File: src/rtl/lifo_pkg.sv
package lifo_pkg;

    // Movement applied to every cell of the chain in one cycle
    typedef enum logic [1:0] {
        MV_HOLD = 2'd0,   // nothing moves
        MV_DOWN = 2'd1,   // each word goes one cell deeper, head takes new word
        MV_UP   = 2'd2,   // each word goes one cell toward the head
        MV_LOAD = 2'd3    // only the head cell is overwritten
    } move_e;

endpackage

File: src/rtl/lifo_cell.sv
module lifo_cell
    import lifo_pkg::*;
#(
    parameter int DATA_W  = 16,
    parameter bit IS_HEAD = 1'b0
) (
    input  logic              clk,
    input  logic              rst_n,
    input  move_e             move_i,
    input  logic [DATA_W-1:0] above_i,
    input  logic [DATA_W-1:0] below_i,
    output logic [DATA_W-1:0] word_o
);

    logic [DATA_W-1:0] word_d, word_q;

    always_comb begin
        word_d = word_q;
        case (move_i)
            MV_DOWN: word_d = above_i;
            MV_UP:   word_d = below_i;
            MV_LOAD: word_d = IS_HEAD ? above_i : word_q;
            default: word_d = word_q;
        endcase
    end

    always_ff @(posedge clk) begin
        if (!rst_n) word_q <= '0;
        else        word_q <= word_d;
    end

    assign word_o = word_q;

endmodule

File: src/rtl/lifo_count.sv
module lifo_count #(
    parameter int DEPTH = 8,
    localparam int CNT_W = $clog2(DEPTH + 1)
) (
    input  logic             clk,
    input  logic             rst_n,
    input  logic             inc_i,
    input  logic             dec_i,
    output logic [CNT_W-1:0] count_o,
    output logic             empty_o,
    output logic             full_o
);

    localparam logic [CNT_W-1:0] LIMIT = CNT_W'(DEPTH);

    logic [CNT_W-1:0] count_d, count_q;

    always_comb begin
        count_d = count_q;
        if (inc_i && !dec_i)      count_d = count_q + 1'b1;
        else if (dec_i && !inc_i) count_d = count_q - 1'b1;
    end

    always_ff @(posedge clk) begin
        if (!rst_n) count_q <= '0;
        else        count_q <= count_d;
    end

    assign count_o = count_q;
    assign empty_o = (count_q == '0);
    assign full_o  = (count_q == LIMIT);

    AST_COUNT_BOUND: assert property (@(posedge clk) disable iff (!rst_n)
        count_q <= LIMIT);

endmodule

File: src/rtl/shift_lifo.sv
module shift_lifo
    import lifo_pkg::*;
#(
    parameter int DATA_W = 16,
    parameter int DEPTH  = 8,
    localparam int CNT_W = $clog2(DEPTH + 1)
) (
    input  logic              clk,
    input  logic              rst_n,
    input  logic              push_i,
    input  logic              pop_i,
    input  logic              peek_i,
    input  logic [DATA_W-1:0] wdata_i,
    output logic [DATA_W-1:0] rdata_o,
    output logic              rvalid_o,
    output logic              overflow_o,
    output logic              underflow_o,
    output logic [CNT_W-1:0]  count_o,
    output logic              empty_o,
    output logic              full_o
);

    typedef struct packed {
        logic [DATA_W-1:0] rdata;
        logic              rvalid;
        logic              ovf;
        logic              udf;
    } out_t;

    out_t  out_d, out_q;
    move_e move;
    logic  push_ok, pop_ok, swap, rd_req;
    logic  empty, full;

    logic [DATA_W-1:0] cell_q [DEPTH];

    // Request decode and registered result
    always_comb begin
        rd_req  = pop_i || peek_i;
        swap    = push_i && pop_i && !empty;
        push_ok = push_i && !full && !(pop_i && !empty);
        pop_ok  = pop_i && !push_i && !empty;

        if (swap)         move = MV_LOAD;
        else if (push_ok) move = MV_DOWN;
        else if (pop_ok)  move = MV_UP;
        else              move = MV_HOLD;

        out_d        = '0;
        out_d.rvalid = rd_req;
        out_d.rdata  = (rd_req && !empty) ? cell_q[0] : '0;
        out_d.ovf    = push_i && !pop_i && full;
        out_d.udf    = rd_req && empty;
    end

    always_ff @(posedge clk) begin
        if (!rst_n) out_q <= '0;
        else        out_q <= out_d;
    end

    // Register chain
    for (genvar k = 0; k < DEPTH; k++) begin : g_chain
        logic [DATA_W-1:0] above, below;
        if (k == 0) begin : g_head
            assign above = wdata_i;
        end else begin : g_mid_up
            assign above = cell_q[k-1];
        end
        if (k == DEPTH - 1) begin : g_tail
            assign below = '0;
        end else begin : g_mid_dn
            assign below = cell_q[k+1];
        end
        lifo_cell #(
            .DATA_W  (DATA_W),
            .IS_HEAD (k == 0)
        ) u_cell (
            .clk     (clk),
            .rst_n   (rst_n),
            .move_i  (move),
            .above_i (above),
            .below_i (below),
            .word_o  (cell_q[k])
        );
    end

    lifo_count #(
        .DEPTH (DEPTH)
    ) u_count (
        .clk     (clk),
        .rst_n   (rst_n),
        .inc_i   (push_ok),
        .dec_i   (pop_ok),
        .count_o (count_o),
        .empty_o (empty),
        .full_o  (full)
    );

    assign empty_o     = empty;
    assign full_o      = full;
    assign rdata_o     = out_q.rdata;
    assign rvalid_o    = out_q.rvalid;
    assign overflow_o  = out_q.ovf;
    assign underflow_o = out_q.udf;

    AST_PUSH_TOP: assert property (@(posedge clk) disable iff (!rst_n)
        (push_i && !pop_i && !full_o) |=> (cell_q[0] == $past(wdata_i)));
    AST_BOTTOM_CLEAR: assert property (@(posedge clk) disable iff (!rst_n)
        (pop_i && !push_i && !empty_o) |=> (cell_q[DEPTH-1] == '0));
    AST_PEEK_HOLD: assert property (@(posedge clk) disable iff (!rst_n)
        (peek_i && !push_i && !pop_i) |=> $stable(count_o));
    AST_NO_OVERFLOW: assert property (@(posedge clk) disable iff (!rst_n)
        (push_i && !pop_i && full_o) |=> (overflow_o && full_o));
    AST_UDF_ZERO: assert property (@(posedge clk) disable iff (!rst_n)
        underflow_o |-> (rdata_o == '0 && rvalid_o));
    AST_SWAP_COUNT: assert property (@(posedge clk) disable iff (!rst_n)
        (push_i && pop_i && !empty_o) |=> $stable(count_o));

endmodule

File: config.mk
export PLATFORM = sky130hd
export DESIGN_NAME = shift_lifo
export DESIGN_NICKNAME = d
export VERILOG_FILES = /design/src/rtl/lifo_pkg.sv /design/src/rtl/lifo_cell.sv /design/src/rtl/lifo_count.sv /design/src/rtl/shift_lifo.sv
export SDC_FILE = /design/constraint.sdc
export NUM_CORES = 1
export LEC_CHECK = 0
export ABC_AREA = 1
export BUFFER_PORTS_ARGS = -buffer_cell sky130_fd_sc_hd__buf_2
export CAP_MARGIN = 25
export CORE_MARGIN = 2
export CORE_UTILIZATION = 30
export CTS_CLUSTER_SIZE = 20
export DETAILED_ROUTE_END_ITERATION = 12
export GPL_TIMING_DRIVEN = 0
export SYNTH_ARGS = -nofsm -noshare
export SYNTH_HDL_FRONTEND = slang
export SYNTH_SLANG_ARGS = --single-unit
File: constraint.sdc
create_clock -name clk -period 3.2 [get_ports clk]
set_clock_uncertainty 0.1 [all_clocks]
set_input_delay 0.32 -clock clk [delete_from_list [all_inputs] [get_ports clk]]
set_output_delay 0.32 -clock clk [all_outputs]
set_load 0.02 [all_outputs]
==> results.toml <==
[floorplan]
dieArea_um2 = 25000
start_util = 0.305
die_h_um = 158
rows = 56
pin_count = 46
core_um2 = 23400
die_w_um = 158

[synth]
ys_warn_count = 0
syn_area_per_cell_um2 = 6.87
netlist_instances = 1038
synth_area_um2 = 7130
synth.distinct_cells = 23
seq_area_frac_synth = 0.424
synth_seq_cells = 151
syn_nets = 1066

[place]
finalWeightedCongestion = 0.821
placed_cell_area_um2 = 7750
port_buffers = 44
dp_hpwl_um = 14200

[critical_path]
path_buf_inv = 5
worstPathArrival_ps = 3140
critPathCaptureType = "flip-flop"
path_max_fanout = 10
reg2reg_depth = 14
reg2reg_slack_ps = 280
reg2reg_from = "u_count.count_o[0]"
cpPeakStageDelay_ps = 400
critical-path-slowest-cell = "dfxtp_1"
path_class = "reg -> reg"
start_kind = "flip-flop"
cp_cell_sequence = "nor2_4, nand3_1, nand2_1, nand3_1, ha_1, nor2_1, inv_1, ha_1, buf_4, buf_6, buf_2, a21oi_1, o21ai_1, inv_1"
required_ps = 3420
r2r-end = "g_chain[1].u_cell.word_o[14]"
path_delay_family = "buffers and inverters"

[power_and_ir_drop]
p_seq_frac = 0.354
power_switching_w = 0.00319
power_leakage_nw = 4.02
p_sw_frac = 0.395
combPwrFrac = 0.375
p_int_w = 0.00489
clkPwrFrac = 0.271
ir_drop_mv = 0.459
power_density_nw_per_um2 = 963

[route]
drtIter0Drc = 474
first_pass_iters = 7
vias = 6382
drtAntennaViolNets = 0
drc_errors = 0
wl_per_cell_um = 13.3
routed_wl_um = 19000
vias_per_cell = 4.46

[min_path]
hold_end = "rvalid_o"
hold_depth = 3
min-delay-start = "peek_i"
min_path_type = "in -> reg"

[global_routing]
grt_max_degree = 17
grt-ovfl-total = 0
grt_pass1_wl_um = 32100
antenna_found_initial = 0
grt_util_all_layers = 0.162
grt_pass1_vias = 6241

[layout]
drive_gt1_frac = 0.130
finish.utilization = 0.359
final_nets = 1129
syn2layout_area_growth_pct = 17.6
n_fill_cell = 2588
fin_area_um2 = 8390
diodes = 0

[clock_tree]
clockBufferDepth = 2
clk_latency_ps = 430
numCtsBuffers = 17
cts.sinks = 151
cts_tree = "yes"
htree_levels = 4
cts.root.buffer_cell = "clkbuf_16"
clkTransAtPathRegs_ps = 60
cts_setup_buffers = 0
cts_hold_buf = 0

[sta]
maxSlewViolCount = 0
rsz0062_at_grt = "no"
setup-tns-final_ps = 0
period_share = 0.912
fin_crit_ps = 2920
maxSlewHeadroom = 0.560
max_freq_mhz = 343
tightest_slew_ps = 660
finalHoldViolCount = 0
setup_viol = 0

[run_status]
status = "completed"

[flow_run]
cap_violations = 0
[worst min-delay path, stage by stage]
cell,delay [ps]
buf_2,70
nor2_1,50
nor2_2,120
[per-layer routing]
layer  wire, µm  vias to the layer above  GRT usage
li1           -                     3370          -
met1       9260                     2867      0.210
met2       8820                      118      0.271
met3        652                       27     0.0296
met4        296                        0     0.0562
met5          0                        -          0
[cells in the final DEF (no fill, tap or decap)]
| master | Yosys | final |
|---|---|---|
| buf_2 | 32 | 76 |
| inv_2 | 1 | 1 |
| clkbuf_2 | 0 | 1 |
| nor2_2 | 1 | 1 |
| xnor2_1 | 1 | 1 |
| buf_6 | 13 | 13 |
| buf_4 | 3 | 3 |
| a21oi_1 | 99 | 99 |
| dfxtp_1 | 151 | 151 |
| bufinv_16 | 0 | 4 |
| nand3_1 | 21 | 21 |
| xor2_1 | 2 | 2 |
| clkinv_2 | 0 | 1 |
| nand2_1 | 122 | 122 |
| o21ai_1 | 48 | 48 |
| clkbuf_8 | 0 | 3 |
| nor2_4 | 1 | 1 |
| nand2_2 | 1 | 1 |
| inv_1 | 209 | 209 |
| nor3_1 | 2 | 2 |
| o21ai_0 | 179 | 179 |
| nand4_4 | 1 | 1 |
| inv_6 | 0 | 1 |
| clkbuf_16 | 0 | 17 |
| fa_1 | 1 | 1 |
| nor2_1 | 104 | 104 |
| clkinvlp_4 | 0 | 5 |
| a21oi_2 | 16 | 16 |
| clkbuf_1 | 24 | 23 |
| ha_1 | 6 | 6 |
[area by class of cell]
class,count,area [µm²],area share
Tap cell,319,399,0.0476
Buffer,72,420,0.0501
Inverter,210,788,0.0939
Multi-Input combinational cell,605,2900,0.346
Clock inverter,11,171,0.0204
Sequential cell,151,3020,0.360
Timing Repair Buffer,44,220,0.0262
Clock buffer,20,467,0.0556
[state kept, by name (all words and copies together) (netlist names)]
name,cells
g_chain.u_cell.word_o,128
underflow_o,1
rdata_o,16
u_count.count_o,4
overflow_o,1
rvalid_o,1
[worst max path at each step]
| stage | from | to | cells after the start |
|---|---|---|---|
| 3_5_place_dp | push_i | g_chain[5].u_cell.word_o[10] | 12 |
| 3_3_place_gp | u_count.count_o[0] | g_chain[5].u_cell.word_o[8] | 13 |
| 5_1_grt | u_count.count_o[0] | g_chain[1].u_cell.word_o[11] | 14 |
| 4_1_cts | u_count.count_o[0] | g_chain[5].u_cell.word_o[10] | 13 |
| 6_report | u_count.count_o[0] | g_chain[1].u_cell.word_o[14] | 14 |
| 2_1_floorplan | u_count.count_o[0] | g_chain[1].u_cell.word_o[0] | 14 |
[timing repair]
| item | in CTS | in global routing |
|---|---|---|
| hold endpoints to repair | 0 | 0 |
| endpoints found under the setup margin | 0 | 4 |
| resized for setup | 0 | 2 |
[power groups by stage]
stage	Sequential [W]	Clock [W]	Combinational (W)
5_1_grt	0.00293	0.00230	0.00348
3_5_place_dp	0.00289	0	0.00301
6_report	0.00286	0.00219	0.00303
4_1_cts	0.00285	0.00222	0.00303
3_3_place_gp	0.00287	0	0.00298
2_1_floorplan	0.00285	0	0.00219
[synthesized netlist by cell type]
cell type / number / area [µm²]
xor2_1: 2 / 17.5
nand3_1: 21 / 105
a21oi_2: 16 / 140
ha_1: 6 / 75.1
nand4_4: 1 / 21.3
inv_1: 209 / 785
nor3_1: 2 / 10.0
inv_2: 1 / 3.75
a21oi_1: 99 / 495
xnor2_1: 1 / 8.76
buf_2: 32 / 160
nor2_2: 1 / 6.26
nand2_1: 122 / 458
fa_1: 1 / 20.0
buf_6: 13 / 146
o21ai_0: 179 / 896
o21ai_1: 48 / 240
nor2_4: 1 / 11.3
dfxtp_1: 151 / 3020
nand2_2: 1 / 6.26
buf_4: 3 / 22.5
clkbuf_1: 24 / 90.1
nor2_1: 104 / 390
[cell families after synthesis]
logic type,Yosys count,share of synthesized area
buffers and inverters,282,0.169
adders and majority gates,7,0.0133
xor gates and xnor gates,3,0.00368
AOI/OAI and AO/OA,342,0.248
and+or+nand+nor,253,0.141
DFF,151,0.424
[stage by stage]
step                      hold slack, ps  total power, W  cells  worst slack, ps
after floorplan                      322         0.00504   1038              699
after global placement               348         0.00586   1401              275
after detailed placement             343         0.00590   1401              267
after CTS                           74.5         0.00810   1432              241
after global routing                 109         0.00872   1432             6.94
final                               87.1         0.00808   1432              282
Note: power is estimated with default switching activity, not from simulation.
